`src/rtl/bcd_ctr_pkg.sv`:
```
package bcd_ctr_pkg;

   localparam int unsigned CODE_W = 4;
   localparam int unsigned NUM_CODES = 1 << CODE_W;
   localparam int unsigned DIGITS = 10;

   typedef logic [CODE_W-1:0] code_t;

   localparam code_t CODE_ZERO = code_t'(0);
   localparam code_t CODE_LAST = code_t'(DIGITS - 1);

   typedef enum int unsigned {
      NS_SOP   = 0,
      NS_TABLE = 1
   } ns_impl_e;

   function automatic logic is_digit(input code_t c);
      return c < code_t'(DIGITS);
   endfunction

endpackage

```
`src/rtl/bcd_nxt_logic.sv`:
```
module bcd_nxt_logic
   import bcd_ctr_pkg::*;
#(
   parameter int unsigned NS_IMPL = NS_SOP
) (
   input  code_t cur_i,
   output code_t nxt_o
);

   logic s3, s2, s1, s0;

   assign s3 = cur_i[3];
   assign s2 = cur_i[2];
   assign s1 = cur_i[1];
   assign s0 = cur_i[0];

   generate
      if (NS_IMPL == NS_SOP) begin : g_sop
         // Two-level equations; unused codes follow wherever they lead.
         logic n3, n2, n1, n0;
         assign n3 = (s3 & ~s0) | (s2 & s1 & s0);
         assign n2 = (s2 & ~s0) | (s2 & ~s1) | (~s2 & s1 & s0);
         assign n1 = (s1 & ~s0) | (~s3 & ~s1 & s0);
         assign n0 = ~s0;
         assign nxt_o = {n3, n2, n1, n0};
      end else begin : g_table
         code_t tbl_nxt;
         always_comb begin
            if (cur_i < CODE_LAST) begin
               tbl_nxt = cur_i + code_t'(1);
            end else begin
               unique case (cur_i)
                  4'b1001: tbl_nxt = CODE_ZERO;
                  4'b1010: tbl_nxt = 4'b1011;
                  4'b1011: tbl_nxt = 4'b0100;
                  4'b1100: tbl_nxt = 4'b1101;
                  4'b1101: tbl_nxt = 4'b0100;
                  4'b1110: tbl_nxt = 4'b1111;
                  4'b1111: tbl_nxt = 4'b1000;
                  default: tbl_nxt = CODE_ZERO;
               endcase
            end
         end
         assign nxt_o = tbl_nxt;
      end
   endgenerate

endmodule

```
`src/rtl/bcd_state_reg.sv`:
```
module bcd_state_reg
   import bcd_ctr_pkg::*;
#(
   parameter code_t RST_VAL = CODE_ZERO
) (
   input  logic  clk,
   input  logic  rst,
   input  logic  en_i,
   input  code_t d_i,
   output code_t q_o
);

   code_t state_q;

   always_ff @(posedge clk) begin
      if (rst) begin
         state_q <= RST_VAL;
      end else if (en_i) begin
         state_q <= d_i;
      end
   end

   assign q_o = state_q;

endmodule

```
`src/rtl/bcd_term_detect.sv`:
```
module bcd_term_detect
   import bcd_ctr_pkg::*;
#(
   parameter code_t TERM_VAL = CODE_LAST
) (
   input  code_t cur_i,
   input  logic  en_i,
   output logic  tc_o
);

   assign tc_o = en_i & (cur_i == TERM_VAL);

endmodule

```
`src/rtl/bcd_decade_counter.sv`:
```
module bcd_decade_counter
   import bcd_ctr_pkg::*;
#(
   parameter int unsigned RESET_CODE = 0,
   parameter int unsigned NS_IMPL    = NS_SOP
) (
   input  logic       clk,
   input  logic       rst,
   input  logic       cnt_en,
   output logic [3:0] count_o,
   output logic       tc_o
);

   localparam code_t RST_VAL = code_t'(RESET_CODE);

   // parameter legality at elaboration
   if (RESET_CODE >= NUM_CODES) begin : g_bad_reset
      $error("RESET_CODE %0d does not fit in %0d bits", RESET_CODE, CODE_W);
   end
   if (NS_IMPL != NS_SOP && NS_IMPL != NS_TABLE) begin : g_bad_impl
      $error("NS_IMPL %0d is not a known variant", NS_IMPL);
   end

   code_t cur_code;
   code_t nxt_code;

   bcd_nxt_logic #(
      .NS_IMPL (NS_IMPL)
   ) u_nxt (
      .cur_i (cur_code),
      .nxt_o (nxt_code)
   );

   bcd_state_reg #(
      .RST_VAL (RST_VAL)
   ) u_reg (
      .clk  (clk),
      .rst  (rst),
      .en_i (cnt_en),
      .d_i  (nxt_code),
      .q_o  (cur_code)
   );

   bcd_term_detect #(
      .TERM_VAL (CODE_LAST)
   ) u_tc (
      .cur_i (cur_code),
      .en_i  (cnt_en),
      .tc_o  (tc_o)
   );

   assign count_o = cur_code;

endmodule

```
`config.mk`:
```
export PLATFORM = sky130hd
export DESIGN_NAME = bcd_decade_counter
export DESIGN_NICKNAME = d
export VERILOG_FILES = /design/src/rtl/bcd_ctr_pkg.sv /design/src/rtl/bcd_nxt_logic.sv /design/src/rtl/bcd_state_reg.sv /design/src/rtl/bcd_term_detect.sv /design/src/rtl/bcd_decade_counter.sv
export SDC_FILE = /design/constraint.sdc
export NUM_CORES = 1
export LEC_CHECK = 0
export BUFFER_PORTS_ARGS = -buffer_cell sky130_fd_sc_hd__buf_2
export CAP_MARGIN = 20
export CORE_AREA = 3 3 40 42
export CTS_CLUSTER_DIAMETER = 30
export DETAILED_ROUTE_END_ITERATION = 7
export DIE_AREA = 0 0 43 45
export GPL_TIMING_DRIVEN = 0
export SLEW_MARGIN = 15
export SYNTH_ARGS = -nofsm -noshare
export SYNTH_HDL_FRONTEND = slang
export SYNTH_HIERARCHICAL = 1
export SYNTH_SLANG_ARGS = --single-unit
export TNS_END_PERCENT = 50
```
`constraint.sdc`:
```
create_clock -name clk -period 3 [get_ports clk]
set_input_delay 0.3 -clock clk [delete_from_list [all_inputs] [get_ports clk]]
set_output_delay 0.3 -clock clk [all_outputs]
set_load 0.005 [all_outputs]
```
==> metrics.txt, run 1 <==
outcome finished clean; class of the worst hold path in -> reg; Post-Layout Cell Count 52; Worst Skew 0.00115 ns; via count 199; Post-layout nets 42; Lkg Pwr 0.156 nW; Sink Count 4; # port buffers 7; Yosys reg bits 4; library cells used by synthesis 12; Clk Latency, worst-skew pair 0.24 ns; Multi-input gate area about 110 sq um; CP Max Fanout 8; count of final max-slew check failures 0; Top delay family on crit path flip-flops; Reg clk slew, reported paths around 0.030 ns; drt total wl approximately 450 um; total track usage 5.75%; Setup Viol. Count Final 0; crit path DAT 1.01 ns; Cell Chain, Critical Path nand4b_1 -> nor2_1 -> buf_2; crit path launch type flip-flop; Placed Cells 49; Crit-path slowest cell dfxtp_1; die width 43 um; Initial Utilization between 10% and 20%; Sequential Area 80.1 sq um; Seq/Total Area, Yosys 34.6%; Antenna Cells 0; cell depth of the worst setup path 3; largest net degree at the start of global routing 9; buffer depth of the longest clock path 2; Largest register FFs 4; Starting DRT DRC Count 0; IO Pins 8; worst hold stages 2; initial antenna violation count 0; Fillers 153; setup_tns 0 ns; core footprint 0.00128 sq mm; drt wl/cell 8.60 um; area delta synth->final 33.0%; maximum VDD drop 0.137 mV; RD Place Congestion 0.681; CTS tree built; total power 146 uW; max incr delay on CP 0.45 ns; final hold violation count 0; RSZ-0062 raised after global routing no; DR vias/cell 3.83; 1st-pass router iterations 1; die height 45 um; kind of end point of the critical path primary output; global-route wire length before repair between 600 and 700 um; Tcrit/Tclk final 43.7%; num rows 13; Residual DRC 0; most frequent cells in the layout buf_2, nor2_1, buf_4, mux2i_1, dfxtp_1; Reg2Reg Setup Slack 1.77 ns; Post-Syn Instances 27; commonest non-fill, non-tap cell in the layout buf_2; Mapped Nets 30; Root Driver clkbuf_4; Pwr Density 475 mW/mm^2; worst-case reg-to-reg path depth 4; Slew HR ~83%; Setup Buffers After CTS 0; CTS buffer count 3; grt ovf 0; H-tree depth 1; Worst-Margin Slew 0.260 ns; max_cap viols 0; hold buffers post-CTS 0; yosys warns 6; Post-CTS Resized 0; CP Data Required Time 2.70 ns; Netlist Area Pre-Place 231 sq um; share of cells above drive strength 1 43.2%; final setup slack of the worst path 1.69 ns; DP Worst Slack roughly 1.8 ns; minimum clock period 1.31 ns; die area ~0.0019 sq mm; Synth Area per Inst 8.57 sq um; Setup Crit Path Kind reg -> out; vias in the first global route 175; max frequency 762 MHz; DRT antenna net count 0; worst path bufs/invs 1
==> through the flow <==
stage,cell area (sq um),utilization (%),hold WS [ns]
floorplan,231,-,0.372
global placement,285,22.2,0.508
detailed placement,285,22.2,0.517
CTS,308,24.0,0.270
global route,308,24.0,0.277
finish,308,24.0,0.273
==> cell families (layout without fill, tap and decap cells) <==
kind of cell | after synthesis | after routing | synth area share [%]
AO/OA/AOI/OAI | 1 | 1 | 2.16
AND/OR/NAND/NOR | 9 | 9 | 17.3
buffers and inverters | 7 | 17 | 18.4
XOR/XNOR | 1 | 1 | 3.78
multiplexers | 5 | 5 | 23.8
flip-flops | 4 | 4 | 34.6
==> cells in the mapped netlist <==
| cell type | n | share of area [%] |
|---|---|---|
| nor2_1 | 6 | 9.7 |
| buf_4 | 4 | 13 |
| dfxtp_1 | 4 | 35 |
| mux2i_1 | 4 | 17 |
| inv_1 | 2 | 3.2 |
| clkbuf_2 | 1 | 2.2 |
| mux2_4 | 1 | 6.5 |
| nand2_1 | 1 | 1.6 |
| nand3_1 | 1 | 2.2 |
| nand4b_1 | 1 | 3.8 |
| o21ai_0 | 1 | 2.2 |
| xnor2_1 | 1 | 3.8 |
==> path summary, 6_finish.rpt <==
check	start	endpoint
worst max register to register	u_reg/q_o[0]$_SDFFE_PP0P_	u_reg/q_o[1]$_SDFFE_PP0P_
worst min-delay path	rst	u_reg/q_o[0]$_SDFFE_PP0P_
worst max-delay path	u_reg/q_o[0]$_SDFFE_PP0P_	tc_o
worst min register to register	u_reg/q_o[2]$_SDFFE_PP0P_	u_reg/q_o[2]$_SDFFE_PP0P_
==> final cells by class <==
| cell class | instances | share of cell area [%] |
|---|---|---|
| clock buffers | 3 | 7.32 |
| inverters | 2 | 2.44 |
| repair buffers | 7 | 11.4 |
| well taps | 15 | 6.10 |
| plain buffers | 5 | 11.4 |
| multi-input cells | 16 | 35.4 |
| flip-flops and latches | 4 | 26.0 |
==> metal layers <==
| metal | vias to the layer above | share of wire, % | global-route usage, % |
|---|---|---|---|
| met2 | 9 | 38 | 6.59 |
| met4 | 0 | 5.1 | 9.04 |
| met1 | 84 | 45 | 5.07 |
| li1 | 103 | - | - |
| met3 | 3 | 12 | 4.38 |
| met5 | - | 0 | 0 |
==> power breakdown <==
part | leakage [nW] | switching [mW] | internal (mW)
sequential | 0.0326 | 0.00428 | 0.0560
combinational | 0.110 | 0.00701 | 0.0133
clock | 0.0138 | 0.0211 | 0.0447
Power figures use the tool's default switching activity.
==> inputs of run 2 (changes only) <==
==> constraint.sdc (replaced) <==
create_clock -name clk -period 1.3 [get_ports clk]
set_input_delay 0.13 -clock clk [delete_from_list [all_inputs] [get_ports clk]]
set_output_delay 0.13 -clock clk [all_outputs]
set_load 0.005 [all_outputs]
==> run 2 against run 1 <==
Power up 130%. Register-to-register slack got worse by 1.7 ns. Critical path depth is 2 higher. Die area is the same. Critical endpoint is now u_reg/q_o[1]$_SDFFE_PP0P_.
==> metrics.txt, run 2 (same netlist as run 1, synthesis figures left out) <==
RD Place Congestion 0.681; class of the worst hold path in -> reg; Setup Crit Path Kind reg -> reg; Worst Skew between 0.001 and 0.0015 ns; Antenna Cells 0; CP Data Required Time approximately 1.4 ns; # port buffers 7; Tcrit/Tclk final around nine tenths; drt wl/cell 8.60 um; DP Worst Slack 0.0849 ns; 1st-pass router iterations 1; WHS 0.0961 ns; max frequency 841 MHz; Reg clk slew, reported paths 0.03 ns; final hold violation count 0; CP Max Fanout 7; hold buffers post-CTS 0; Post-layout nets 42; Initial Utilization between 10% and 20%; drt total wl 447 um; Setup Buffers After CTS 0; H-tree depth 1; DRT antenna net count 0; initial antenna violation count 0; Sink Count 4; DR vias/cell 3.83; grt ovf 0; Slew HR 86.2%; crit path launch type flip-flop; die height 45 um; Worst-Margin Slew 0.206 ns; Post-CTS Resized 0; maximum VDD drop 0.319 mV; Residual DRC 0; max_cap viols 0; share of cells above drive strength 1 45.9%; count of final max-slew check failures 0; RSZ-0062 raised after global routing no; CTS buffer count 3; Starting DRT DRC Count 0; via count 199; crit path DAT 1.31 ns; outcome finished clean; minimum clock period between 1 and 1.5 ns; Pwr Density 1090 mW/mm^2; commonest non-fill, non-tap cell in the layout buf_2; buffer depth of the longest clock path 2; IO Pins 8; Clk Latency, worst-skew pair 0.24 ns; total power 338 uW; Root Driver clkbuf_4; Lkg Pwr 0.156 nW; die area 0.00194 sq mm; setup_tns 0 ns; final setup slack of the worst path around 0.11 ns; Largest register FFs 4; num rows 13; area delta synth->final 33.5%; Setup Viol. Count Final 0; kind of end point of the critical path flip-flop; vias in the first global route 175; core footprint 0.00128 sq mm; total track usage 5.75%; most frequent cells in the layout buf_2, nor2_1, buf_4, mux2i_1; CTS tree built; global-route wire length before repair 696 um; largest net degree at the start of global routing 9; die width 43 um
-- run 2: cell count changes in the layout (fill, tap and decap cells not counted) --
cell,previous run,this run
dfxtp_1,4,3
dfxtp_2,0,1
-- run 2: final cells by class --
| class | instances | area [sq um] |
|---|---|---|
| Buffer | 5 | 35.0 |
| Clock buffer | 3 | 22.5 |
| Multi-Input combinational cell | 16 | 109 |
| Inverter | 2 | 7.51 |
| Fill cell | 152 | 976 |
| Tap cell | 15 | 18.8 |
| Timing Repair Buffer | 7 | 35.0 |
| Sequential cell | 4 | 81.3 |
-- run 2: worst max-delay path, cell delays in order, from the launching register on --
cell,delay (ns)
dfxtp_1,0.42
nor2_1,0.07
mux2_4,0.26
buf_4,0.13
mux2i_1,0.15
nor2_1,0.06
-- run 2: power by group --
part | total [mW] | internal [mW] | leakage [nW] | switching (mW)
registers | 0.140 | 0.130 | 0.0329 | 0.00988
clock network | 0.152 | 0.103 | 0.0138 | 0.0486
logic | 0.0469 | 0.0307 | 0.110 | 0.0162
-- run 2: worst paths after layout --
kind	startpoint	endpoint	slack [ns]	cells after the start
worst min-delay path	rst	u_reg/q_o[0]$_SDFFE_PP0P_	0.1	2
worst max-delay path	u_reg/q_o[1]$_SDFFE_PP0P_	u_reg/q_o[1]$_SDFFE_PP0P_	0.11	5
worst max register to register	u_reg/q_o[1]$_SDFFE_PP0P_	u_reg/q_o[1]$_SDFFE_PP0P_	0.11	5
worst min register to register	u_reg/q_o[0]$_SDFFE_PP0P_	u_reg/q_o[0]$_SDFFE_PP0P_	0.58	2
-- run 2: metrics by stage --
| stage | instances | instance area (sq um) | util (%) |
|---|---|---|---|
| after floorplan | 27 | 231 | - |
| final | 52 | 309 | 24.1 |
| after CTS | 52 | 308 | 24.0 |
| after global routing | 52 | 309 | 24.1 |
| after global placement | 49 | 285 | 22.2 |
| after detailed placement | 49 | 285 | 22.2 |
-- run 2: routing by layer --
metal  part of all wire, %  track usage, %
met1                    45            5.07
met5                     0               0
met3                    12            4.38
met2                    38            6.59
met4                   5.1            9.04
